$ cat config.mk
export PLATFORM = sky130hd
export DESIGN_NAME = irq_agg
export DESIGN_NICKNAME = d
export VERILOG_FILES = /design/src/rtl/irq_agg_pkg.sv /design/src/rtl/irq_port_regs.sv /design/src/rtl/irq_host_regs.sv /design/src/rtl/irq_agg.sv
export SDC_FILE = /design/constraint.sdc
export NUM_CORES = 1
export LEC_CHECK = 0
export ABC_AREA = 1
export BUFFER_PORTS_ARGS = -buffer_cell sky130_fd_sc_hd__buf_2
export CORE_ASPECT_RATIO = 1.25
export CORE_MARGIN = 4
export CORE_UTILIZATION = 30
export CTS_BUF_LIST = sky130_fd_sc_hd__clkbuf_4
export DETAILED_ROUTE_END_ITERATION = 8
export PLACE_DENSITY = 0.56
export SYNTH_ARGS = -nofsm -noshare
export SYNTH_HDL_FRONTEND = slang
export SYNTH_SLANG_ARGS = --single-unit
$ cat constraint.sdc
create_clock -name clk -period 1.75 [get_ports clk]
set_input_delay 0.0875 -clock clk [delete_from_list [all_inputs] [get_ports clk]]
set_output_delay 0.0875 -clock clk [all_outputs]
set_load 0.03 [all_outputs]
$ cat src/rtl/irq_agg_pkg.sv
// Package: shared sizes and register word indices of the interrupt aggregator.
// Assumes at most 14 ports, so port bits never overlap host bits 14 and 15.
package irq_agg_pkg;
    localparam int CAUSE_W    = 6;
    localparam int REG_W      = 16;
    localparam int ADDR_W     = 6;
    localparam int IDX_W      = ADDR_W - 1;
    localparam int IDX_HSTAT  = 16;   // byte 0x20
    localparam int IDX_HCTRL  = 17;   // byte 0x22
    localparam int IDX_HMASK  = 18;   // byte 0x24
    localparam int BIT_SOFT   = 14;
    localparam int BIT_GLOB   = 15;
    localparam int BIT_GOFF   = 8;
    localparam int BIT_PEND   = 7;
endpackage

$ cat src/rtl/irq_port_regs.sv
// Module: per-port cause status (sticky, write-1-to-clear) and mask.
// Assumes bus writes are single-cycle strobes already decoded to this port.
module irq_port_regs #(
    parameter int CAUSE_W = 6
) (
    input  logic               clk,
    input  logic               rst_n,
    input  logic [CAUSE_W-1:0] evt,
    input  logic               wr_en,
    input  logic [1:0]         be,
    input  logic [15:0]        wdata,
    output logic [7:0]         status,
    output logic [7:0]         mask,
    output logic               pend
);
    logic [CAUSE_W-1:0] cause_q;
    logic [7:0]         mask_q;
    logic [CAUSE_W-1:0] clr;

    // Clear vector: only the low byte lane of a write to this port clears.
    always_comb clr = (wr_en && be[0]) ? wdata[CAUSE_W-1:0] : '0;

    // Cause bits: events set, write-1 clears, events win a collision.
    always_ff @(posedge clk) begin
        if (!rst_n) cause_q <= '0;
        else        cause_q <= (cause_q & ~clr) | evt;
    end

    // Mask byte: upper byte lane only, set-to-block polarity.
    always_ff @(posedge clk) begin
        if (!rst_n)                mask_q <= 8'hFF;
        else if (wr_en && be[1])   mask_q <= wdata[15:8];
    end

    // Pending summary and status view assembly.
    always_comb begin
        pend   = |(cause_q & ~mask_q[CAUSE_W-1:0]);
        status = '0;
        status[CAUSE_W-1:0] = cause_q;
        status[7] = pend;
    end

    assign mask = mask_q;
endmodule

$ cat src/rtl/irq_host_regs.sv
// Module: host control, host mask, host status view, global summary and pin.
// Assumes NPORT <= 14; port pending bits arrive already combined per port.
module irq_host_regs #(
    parameter int NPORT = 2
) (
    input  logic             clk,
    input  logic             rst_n,
    input  logic [NPORT-1:0] port_pend,
    input  logic             wr_ctrl,
    input  logic             wr_mask,
    input  logic [1:0]       be,
    input  logic [15:0]      wdata,
    output logic [15:0]      hstat,
    output logic [15:0]      hctrl,
    output logic [15:0]      hmask,
    output logic             goff,
    output logic             glob,
    output logic             irq
);
    import irq_agg_pkg::*;

    logic        goff_q;
    logic        soft_q;
    logic [15:0] hmask_q;
    logic [14:0] raw;

    // Control bits live in the upper byte lane.
    always_ff @(posedge clk) begin
        if (!rst_n) begin
            goff_q <= 1'b1;
            soft_q <= 1'b0;
        end else if (wr_ctrl && be[1]) begin
            goff_q <= wdata[BIT_GOFF];
            soft_q <= wdata[BIT_SOFT];
        end
    end

    // Host mask, byte-lane gated, all ones after reset.
    always_ff @(posedge clk) begin
        if (!rst_n) hmask_q <= 16'hFFFF;
        else if (wr_mask) begin
            if (be[0]) hmask_q[7:0]  <= wdata[7:0];
            if (be[1]) hmask_q[15:8] <= wdata[15:8];
        end
    end

    // Raw host bits: one per port plus the software request.
    always_comb begin
        raw = '0;
        raw[NPORT-1:0] = port_pend;
        raw[BIT_SOFT]  = soft_q;
    end

    // Global summary, status view and gated pin.
    always_comb begin
        glob  = |(raw & ~hmask_q[14:0]);
        hstat = {glob, raw};
        hctrl = '0;
        hctrl[BIT_GOFF] = goff_q;
        hctrl[BIT_SOFT] = soft_q;
        irq   = glob & ~goff_q;
    end

    assign hmask = hmask_q;
    assign goff  = goff_q;
endmodule

$ cat src/rtl/irq_agg.sv
// Module: top of the interrupt aggregator; bus decode, port array, read mux.
// Assumes halfword-aligned addresses (bit0 ignored) and a combinational read.
module irq_agg #(
    parameter int NPORT = 2
) (
    input  logic                          clk,
    input  logic                          rst_n,
    input  logic [NPORT*irq_agg_pkg::CAUSE_W-1:0] evt_i,
    input  logic [irq_agg_pkg::ADDR_W-1:0] bus_addr,
    input  logic                          bus_we,
    input  logic [1:0]                    bus_be,
    input  logic [15:0]                   bus_wdata,
    output logic [15:0]                   bus_rdata,
    output logic                          irq_o
);
    import irq_agg_pkg::*;

    logic [IDX_W-1:0]  idx;
    logic [NPORT-1:0]  port_pend;
    logic [NPORT*8-1:0] port_stat;
    logic [NPORT*8-1:0] port_mask;
    logic [15:0]       hstat, hctrl, hmask;
    logic              host_goff, host_glob;

    assign idx = bus_addr[ADDR_W-1:1];

    // One register pair per port.
    for (genvar p = 0; p < NPORT; p++) begin : g_port
        logic wr_p;
        assign wr_p = bus_we && (idx == IDX_W'(p));
        irq_port_regs #(.CAUSE_W(CAUSE_W)) i_port (
            .clk    (clk),
            .rst_n  (rst_n),
            .evt    (evt_i[p*CAUSE_W +: CAUSE_W]),
            .wr_en  (wr_p),
            .be     (bus_be),
            .wdata  (bus_wdata),
            .status (port_stat[p*8 +: 8]),
            .mask   (port_mask[p*8 +: 8]),
            .pend   (port_pend[p])
        );
    end

    irq_host_regs #(.NPORT(NPORT)) i_host (
        .clk       (clk),
        .rst_n     (rst_n),
        .port_pend (port_pend),
        .wr_ctrl   (bus_we && (idx == IDX_W'(IDX_HCTRL))),
        .wr_mask   (bus_we && (idx == IDX_W'(IDX_HMASK))),
        .be        (bus_be),
        .wdata     (bus_wdata),
        .hstat     (hstat),
        .hctrl     (hctrl),
        .hmask     (hmask),
        .goff      (host_goff),
        .glob      (host_glob),
        .irq       (irq_o)
    );

    // Read mux: ports first, then host registers, zero elsewhere.
    always_comb begin
        bus_rdata = '0;
        for (int p = 0; p < NPORT; p++)
            if (idx == IDX_W'(p)) bus_rdata = {port_mask[p*8 +: 8], port_stat[p*8 +: 8]};
        if (idx == IDX_W'(IDX_HSTAT)) bus_rdata = hstat;
        if (idx == IDX_W'(IDX_HCTRL)) bus_rdata = hctrl;
        if (idx == IDX_W'(IDX_HMASK)) bus_rdata = hmask;
    end
endmodule

==> results of run 1 <==
==> worst paths after layout <==
path | from | end | slack [ns]
worst max-delay path | g_port[1].i_port.mask[2] | irq_o | 0.11
worst min-delay path | bus_wdata[4] | i_host.hmask[4] | 0.03
worst max register to register | g_port[1].i_port.cause_q[3] | g_port[1].i_port.cause_q[3] | 1.06
worst min register to register | g_port[1].i_port.mask[6] | g_port[1].i_port.mask[6] | 0.47
==> metal layers <==
| metal | up-vias | part of all wire, % | GRT usage (%) |
|---|---|---|---|
| met4 | 0 | 1.3 | 4.41 |
| met1 | 1019 | 45 | 17.9 |
| met2 | 42 | 51 | 25.5 |
| li1 | 1190 | - | - |
| met5 | - | 0 | 0 |
| met3 | 5 | 2.8 | 2.22 |
==> cells in the final DEF, fill, tap and decap left out, types with 8 or more instances in the layout <==
master	synthesis	final
dlygate4sd3_1	0	24
inv_1	48	44
o21ai_0	14	14
o211ai_1	20	20
dfxtp_1	46	41
nand3_1	21	20
nor2_1	12	10
buf_4	1	8
nand2_1	102	97
buf_2	1	52
a21oi_1	20	20
==> timing repair <==
action,in CTS,in global routing
hold buffers,24,0
hold endpoints to repair,41,0
resized for setup,0,21
setup endpoints to repair,0,4
==> where the power goes <==
group	switching, uW	total, uW	internal (uW)
clock network	339	656	317
logic	146	259	114
registers	16.2	1090	1070
total	501	2000	1500
==> layout make-up <==
cell class / instances / share of cell area (%)
multi-input cells: 212 / 35.8
flip-flops and latches: 46 / 31.2
repair buffers: 86 / 19.5
inverters: 53 / 6.78
well taps: 90 / 3.79
clock buffers: 6 / 1.52
clock inverters: 2 / 1.26
diodes: 1 / 0.0842
==> per-stage QoR <==
| stage | cells | area (sq um) | hold slack, ns | worst slack (ns) | util, % |
|---|---|---|---|---|---|
| 2_1_floorplan | 319 | 2210 | 0.214 | 0.528 | - |
| 3_3_place_gp | 463 | 2610 | 0.310 | 0.381 | 36.9 |
| 3_5_place_dp | 463 | 2610 | 0.319 | 0.363 | 36.9 |
| 4_1_cts | 495 | 2930 | 0.00212 | 0.00521 | 41.5 |
| 5_1_grt | 496 | 2970 | 0.0327 | -0.00264 | 42.1 |
| 6_report | 496 | 2970 | 0.0253 | 0.112 | 42.1 |
==> sequential cells by signal, summed over array words and instances, names as in the netlist <==
signal	cells
g_port.i_port.mask	16
i_host.hmask	16
g_port.i_port.cause_q	12
i_host.goff	1
i_host.soft_q	1
==> cell families (layout without fill, tap and decap cells) <==
group / Yosys count / in the layout / synth area share [%]
compound gates: 65 / 65 / 17.6
buf+inv: 61 / 147 / 11.4
flops: 46 / 46 / 41.6
other cells: 0 / 1 / 0
simple gates: 147 / 147 / 29.5
==> worst register-to-register path: cells and delay by family, from the launching register on <==
kind               cells  cell delay, ns
AOI/OAI and AO/OA      2            0.22
DFF                    1            0.40
==> results.toml, run 1 <==
[route]
vias = 2256
firstDrtPassIters = 4
avgRoutedWirePerCell_um = 12.4
drc_errors = 0
drt_iter0_markers = 97
ant_nets = 0
routed_wl_um = 6140
detail_route.vias_per_cell = 4.55

[final_layout]
layout-drive-gt1-share_pct = 25.4
multi_input_area_sq_mm = 0.00106
fillCellCount = 802
fin_nets = 443
syn2layout_area_growth_pct = 34.1
register_area_sq_um = 927

[timing]
tightest_slew_ns = 0.488
finalHoldViolCount = 0
setup_violations = 0
setup-tns-final_ns = 0
slew_violations = 0
max_slew_margin_pct = 67.3
fin_skew_ns = 0
period_needed_ns = 1.64
max_freq_mhz = 611
post-route-period-util_pct = 93.6

[floorplanning]
start_util_pct = 31.4
die_area_sq_mm = 0.00883
fp.dieW_um = 84.9
pin_count = 56
coreArea_sq_mm = 0.00706
rows = 34
die_h_um = 104

[global_routing]
grt-ovfl-total = 0
grt_max_degree = 30
antenna_found_initial = 1
grt_pass1_wl_um = 10400
grt_usage_pct = 14.5
grt_pass1_vias = 2182

[yosys]
synth_cells = 319
synth-seq-cells = 46
synth_edf_count = 0
ys_top_cells_by_area = "dfxtp_1, nand2_1, inv_1, o211ai_1, nand3_1"
async_flop_share_pct = 0
synth_top_area_share_pct = 41.6
avgSynthCellArea_sq_um = 6.94
synthTopCellsByCount = "nand2_1, inv_1, dfxtp_1, nand3_1"
synth.most_common_cell = "nand2_1"
syn_nets = 358
synthesis.area_sq_mm = 0.00221
ys.flop_type = "dfxtp_1"
yosys_warnings = 0
synth_top_area_cell = "dfxtp_1"
yosysSeqAreaShare_pct = 41.6
synth.distinct_cells = 24

[cts]
cts_buffers = 5
clk_pin_slew_ns = 0.14
cts_setup_buffers = 0
clk_latency_ns = 0.35
cts_htree_levels = 2
cts_tree = "yes"
clockBufferDepth = 2
cts.sinks = 46
clock-root-buffer = "clkbuf_4"

[worst_setup_path]
critical_path_required_ns = 1.66
path_common_cell = "nand2_1"
critical_path.startpoint_type = "flip-flop"
max_stage_delay_ns = 0.35
path_cells = "inv_2 > nand2_1 > nand2_2 > nor2_2 > nand2_1 > nand2_1 > nand3_2 > nand2_1 > inv_1 > clkbuf_4"
slowest_stage = "dfxtp_2"
critPathKind = "flip-flop to output pin"
cp_num_cells = 10
path_buf_inv = 3
rr_worst_depth = 2
critPathMaxFanout = 3
cp.arrival_ns = 1.55
end_kind = "output pin"
cp_top_family = "simple AND/OR/NAND/NOR gates"

[power]
pwr_density_cell_mw_per_mm2 = 675
power_uw = 2000
ir_drop_mv = 0.449
p_leak_uw = 0.00154

[hold_path]
hold_class = "primary input to flip-flop"
hold_depth = 3

[placed_design]
post-dp-hpwl_um = 4630
place.gp.congestion = 0.802
portBuffers = 54

[flow_run]
maxCapViolCount = 0

[run_status]
status = "finished clean"
(Power assumes the default switching activity.)
==> run 2: changes to the inputs <==
--- a/config.mk
+++ b/config.mk
@@ -5,7 +5,6 @@
 export SDC_FILE = /design/constraint.sdc
 export NUM_CORES = 1
 export LEC_CHECK = 0
-export ABC_AREA = 1
 export BUFFER_PORTS_ARGS = -buffer_cell sky130_fd_sc_hd__buf_2
 export CORE_ASPECT_RATIO = 1.25
 export CORE_MARGIN = 4
@@ -13,6 +12,7 @@
 export CTS_BUF_LIST = sky130_fd_sc_hd__clkbuf_4
 export DETAILED_ROUTE_END_ITERATION = 8
 export PLACE_DENSITY = 0.56
+export REMOVE_ABC_BUFFERS = 1
 export SYNTH_ARGS = -nofsm -noshare
 export SYNTH_HDL_FRONTEND = slang
 export SYNTH_SLANG_ARGS = --single-unit
==> run 2 against run 1 <==
  * Routed wire length increased by 8.7%
  * Critical path type unchanged
  * Combinational power increased by 12%
  * Register-to-register slack got worse by 0.09 ns
  * Worst hold slack got worse by 0.0061 ns
  * Final cell count decreased by 11%
  * Synthesized area increased by 1.3%
  * First-iteration DRC count increased by 49%
  * Sequential share of layout area decreased by 1.8 points
  * Global-route usage increased by 0.77 points
  * Cell area increased by 6.4%
  * Fmax decreased by 4.6%
==> results.toml, run 2 <==
[cts]
cts_setup_buffers = 0
cts.sinks = 46
cts_buffers = 5
cts_tree = "yes"
clk_pin_slew_ns = 0.13
clk_latency_ns = 0.36
cts_htree_levels = 2
clockBufferDepth = 2
clock-root-buffer = "clkbuf_4"

[yosys]
synth_top_area_share_pct = 41.0
avgSynthCellArea_sq_um = 8.87
synth.distinct_cells = 36
synth-seq-cells = 46
synth_top_area_cell = "dfxtp_1"
synthesis.area_sq_mm = 0.00224
yosys_warnings = 0
async_flop_share_pct = 0
synthTopCellsByCount = "dfxtp_1, nand2_1, mux2i_1, inv_1, o21ai_0"
yosysSeqAreaShare_pct = 41.0
ys_top_cells_by_area = "dfxtp_1, mux2i_1, nand2_1, a222oi_1, inv_1"
synth_edf_count = 0
synth_cells = 253
ys.flop_type = "dfxtp_1"
synth.most_common_cell = "dfxtp_1"

[placed_design]
post-dp-hpwl_um = 4820
place_inst = 404
place.gp.congestion = 0.804
portBuffers = 54

[global_routing]
grt_pass1_vias = 2141
grt_max_degree = 36
antenna_found_initial = 0
grt-ovfl-total = 0
grt_pass1_wl_um = 10900
grt_usage_pct = 15.2

[floorplanning]
fp.dieW_um = 85.3
die_area_sq_mm = 0.00893
coreArea_sq_mm = 0.00731
start_util_pct = 30.7
rows = 35
die_h_um = 105
pin_count = 56

[worst_setup_path]
path_buf_inv = 1
max_stage_delay_ns = 0.36
critical_path.startpoint_type = "flip-flop"
critPathKind = "flip-flop to output pin"
cp_top_family = "compound AO/OA/AOI/OAI gates"
critical_path_required_ns = 1.66
critPathMaxFanout = 3
cp.arrival_ns = 1.63
path_cells = "nand2b_1 > a41oi_2 > o31ai_1 > o211ai_1 > buf_4"
end_kind = "output pin"
slowest_stage = "dfxtp_2"

[power]
power_uw = 1910
p_leak_uw = 0.00153
pwr_density_cell_mw_per_mm2 = 605
ir_drop_mv = 0.422

[route]
firstDrtPassIters = 5
detail_route.vias_per_cell = 4.83
drt_iter0_markers = 145
avgRoutedWirePerCell_um = 15.2
routed_wl_um = 6680
vias = 2122
ant_nets = 0
drc_errors = 0

[timing]
fin_skew_ns = 0
max_freq_mhz = 583
finalHoldViolCount = 0
post-route-period-util_pct = 98.1
setup-tns-final_ns = 0
slew_violations = 0
max_slew_margin_pct = 58.8
setup_violations = 0
tightest_slew_ns = 0.619
period_needed_ns = 1.72
rsz0062_at_grt = "yes"

[run_status]
status = "finished clean"

[final_layout]
fin_util_pct = 43.2
mostFrequentLayoutCells = "buf_2, nand2_1, dfxtp_1"
mostFrequentLayoutCell = "buf_2"
num_antenna_cells = 0
syn2layout_area_growth_pct = 40.8
fin_nets = 385
layout-drive-gt1-share_pct = 30.3
final_cells = 439

[flow_run]
maxCapViolCount = 0

[hold_path]
hold_class = "primary input to flip-flop"
-- run 2: cell types whose count changed after synthesis, moves of 11 or more --
| cell | change |
|---|---|
| mux2i_1 | +36 |
| nand2_1 | -63 |
| a31oi_1 | +13 |
| inv_1 | -22 |
| nand3_1 | -21 |
| a21oi_1 | -16 |
| o211ai_1 | -18 |
| nand2b_1 | +11 |
-- run 2: power by group --
part	internal [uW]	leakage, uW	switching, uW	total [uW]
clock network	174	0.0000356	353	528
logic	138	0.00112	153	291
registers	1070	0.000374	22.5	1090
total	1380	0.00153	529	1910
-- run 2: cell families (layout without fill, tap and decap cells) --
family	count (synthesis)	after routing	share of synthesized area (%)
compound gates	55	55	17.0
buf+inv	40	134	7.19
flops	46	46	41.0
mux	36	36	16.1
simple gates	76	76	18.7
-- run 2: final timing paths --
check | from | endpoint | slack, ns | depth (start not counted)
hold reg to reg | i_host.hmask[6] | i_host.hmask[6] | 0.48 | 2
hold / removal | bus_wdata[8] | i_host.hmask[8] | 0.02 | 3
setup / recovery | g_port[0].i_port.mask[0] | bus_rdata[15] | 0.03 | 5
setup reg to reg | g_port[1].i_port.cause_q[2] | g_port[1].i_port.cause_q[2] | 0.97 | 2
-- run 2: worst reg2reg max path: cells and delay by family, from the launching register on --
family	cells	cell delay (ns)
flops	1	0.45
compound gates	2	0.28
-- run 2: repair_timing --
| action | in CTS | in global routing |
|---|---|---|
| resized for setup | 7 | 17 |
| pin swaps | 1 | 3 |
| hold buffers | 27 | 0 |
| endpoints found under the hold margin | 41 | 0 |
| endpoints found under the setup margin | 3 | 4 |
-- run 2: per-stage QoR --
stage	area (sq um)	setup WS, ns	hold slack (ns)
after floorplan	2180	-0.0164	0.149
after global placement	2730	0.0396	0.303
after detailed placement	2730	0.0370	0.307
after CTS	3090	0.00357	0.00330
after global routing	3160	-0.0396	0.0194
final	3160	0.0335	0.0192
-- run 2: cell type report --
class	count	area, sq um
clock buffers	6	45.0
repair buffers	100	718
inverters	26	97.6
well taps	92	115
fillers	744	4150
flip-flops and latches	46	930
clock inverters	2	13.8
multi-input cells	167	1240
-- run 2: per-layer routing --
layer	wire length (um)	part of all wire (%)	track usage [%]
met3	330	4.9	3.23
met1	2870	43	19.3
met4	88	1.3	4.52
met5	0	0	0
met2	3390	51	25.7
==> run 3: changes to the inputs <==
--- a/config.mk
+++ b/config.mk
@@ -12,6 +12,7 @@
 export CTS_BUF_LIST = sky130_fd_sc_hd__clkbuf_4
 export DETAILED_ROUTE_END_ITERATION = 8
 export PLACE_DENSITY = 0.56
+export RECOVER_POWER = 100
 export REMOVE_ABC_BUFFERS = 1
 export SYNTH_ARGS = -nofsm -noshare
 export SYNTH_HDL_FRONTEND = slang
==> run 3 against run 2 <==
  * Critical path type unchanged
  * Register-to-register slack hardly changed
  * Clock-buffer cell count did not move
  * Worst hold slack is essentially flat
  * Flip-flop and latch count is the same
  * Clock skew stayed put
  * Sequential power barely moved
  * Critical endpoint is now bus_rdata[7]
  * Final cell count is the same
  * Utilization decreased by 0.89 points
  * Critical path depth unchanged
  * Non-clock buffer count stayed put
  * Clock power about the same
==> results.toml, run 3 (same netlist as run 2, synthesis figures left out) <==
[run_status]
status = "finished clean"

[cts]
cts_setup_buffers = 0
cts_tree = "yes"
clockBufferDepth = 2
clock-root-buffer = "clkbuf_4"
clk_latency_ns = 0.36
cts_htree_levels = 2
cts.sinks = 46
cts_buffers = 5
clk_pin_slew_ns = 0.14

[power]
pwr_density_cell_mw_per_mm2 = 617
p_leak_uw = 0.00146
power_uw = 1910
ir_drop_mv = 0.420

[floorplanning]
rows = 35
coreArea_sq_mm = 0.00731
die_area_sq_mm = 0.00893
fp.dieW_um = 85.3
start_util_pct = 30.7
pin_count = 56
die_h_um = 105

[placed_design]
portBuffers = 54
place.gp.congestion = 0.804
post-dp-hpwl_um = 4820
place_area_sq_mm = 0.00273

[global_routing]
grt_max_degree = 36
antenna_found_initial = 0
grt_pass1_wl_um = 10900
grt-ovfl-total = 0
grt_usage_pct = 15.2
grt_pass1_vias = 2141

[worst_setup_path]
critical_path_required_ns = 1.66
end_kind = "output pin"
critPathKind = "flip-flop to output pin"
cp.arrival_ns = 1.65
critical_path.startpoint_type = "flip-flop"
critPathMaxFanout = 3
r2r_slack_ns = 0.97

[route]
detail_route.vias_per_cell = 4.80
drc_errors = 0
vias = 2106
avgRoutedWirePerCell_um = 15.2
ant_nets = 0
firstDrtPassIters = 4
drt_iter0_markers = 153
routed_wl_um = 6670

[final_layout]
mostFrequentLayoutCells = "nand2_1, dfxtp_1, mux2i_1"
num_antenna_cells = 0
layout-drive-gt1-share_pct = 26.2
fin_nets = 385
finalInstanceArea_sq_mm = 0.00309
syn2layout_area_growth_pct = 37.9

[timing]
post-route-period-util_pct = 99.1
period_needed_ns = 1.73
finalHoldViolCount = 0
setup_violations = 0
rsz0062_at_grt = "yes"
max_freq_mhz = 577
fin_skew_ns = 0
setup-tns-final_ns = 0
max_slew_margin_pct = 50.0
tightest_slew_ns = 0.750
slew_violations = 0

[flow_run]
maxCapViolCount = 0

[hold_path]
hold_class = "primary input to flip-flop"
[run 3: cell count changes in the layout (fill, tap and decap cells not counted)]
cell,previous run,this run
clkbuf_1,0,11
nand4_1,1,2
clkbuf_2,0,12
nor4_2,1,0
nor4b_2,1,0
buf_2,50,35
buf_12,2,1
buf_4,21,14
nor4b_1,0,1
nand4_2,2,1
nor4_1,0,1
[run 3: layer usage]
layer  global-route usage (%)  wire (um)  up-vias
met5                        0          0        -
met4                     4.52         95        0
met3                     3.23        281        7
met2                     25.7       3340       49
met1                     19.3       2960      965
li1                         -          -     1085
[run 3: through the flow]
stage	hold WS, ns	util (%)	instances	worst slack (ns)
6_report	0.0187	42.3	439	0.0162
3_5_place_dp	0.307	37.4	404	0.0370
5_1_grt	0.0202	42.3	439	-0.0396
3_3_place_gp	0.303	37.4	404	0.0396
4_1_cts	0.00330	42.3	439	0.00357
2_1_floorplan	0.149	-	239	-0.0164
[run 3: final timing paths]
kind | startpoint | end | cells past startpoint
hold / removal | bus_wdata[8] | i_host.hmask[8] | 3
setup / recovery | g_port[1].i_port.cause_q[4] | bus_rdata[7] | 5
hold reg to reg | i_host.hmask[6] | i_host.hmask[6] | 2
setup reg to reg | g_port[0].i_port.cause_q[3] | g_port[0].i_port.cause_q[3] | 2
[run 3: final cells by class]
| class | count | area (sq um) |
|---|---|---|
| timing repair buffer | 100 | 672 |
| fill | 760 | 4220 |
| clock buffer | 6 | 45.0 |
| inverter | 26 | 97.6 |
| multi-input combinational | 167 | 1220 |
| tap | 92 | 115 |
| clock inverter | 2 | 13.8 |
| sequential | 46 | 930 |
[run 3: report_power, final]
| group | switching, uW | internal (uW) |
|---|---|---|
| Combinational | 151 | 134 |
| Clock | 355 | 174 |
| Sequential | 22.7 | 1070 |
[run 3: repair_timing]
item                                    in CTS  in global routing
endpoints found under the setup margin       3                  4
hold buffers                                27                  0
hold endpoints to repair                    41                  0
pin swaps                                    1                  3
gates resized for setup                      7                 17
[run 3: worst max-delay path: stages (launching register included)]
cell and delay (ns):
dfxtp_2 0.38, inv_2 0.05, o2111ai_4 0.24, nor3_2 0.07, o41ai_2 0.33, buf_4 0.23
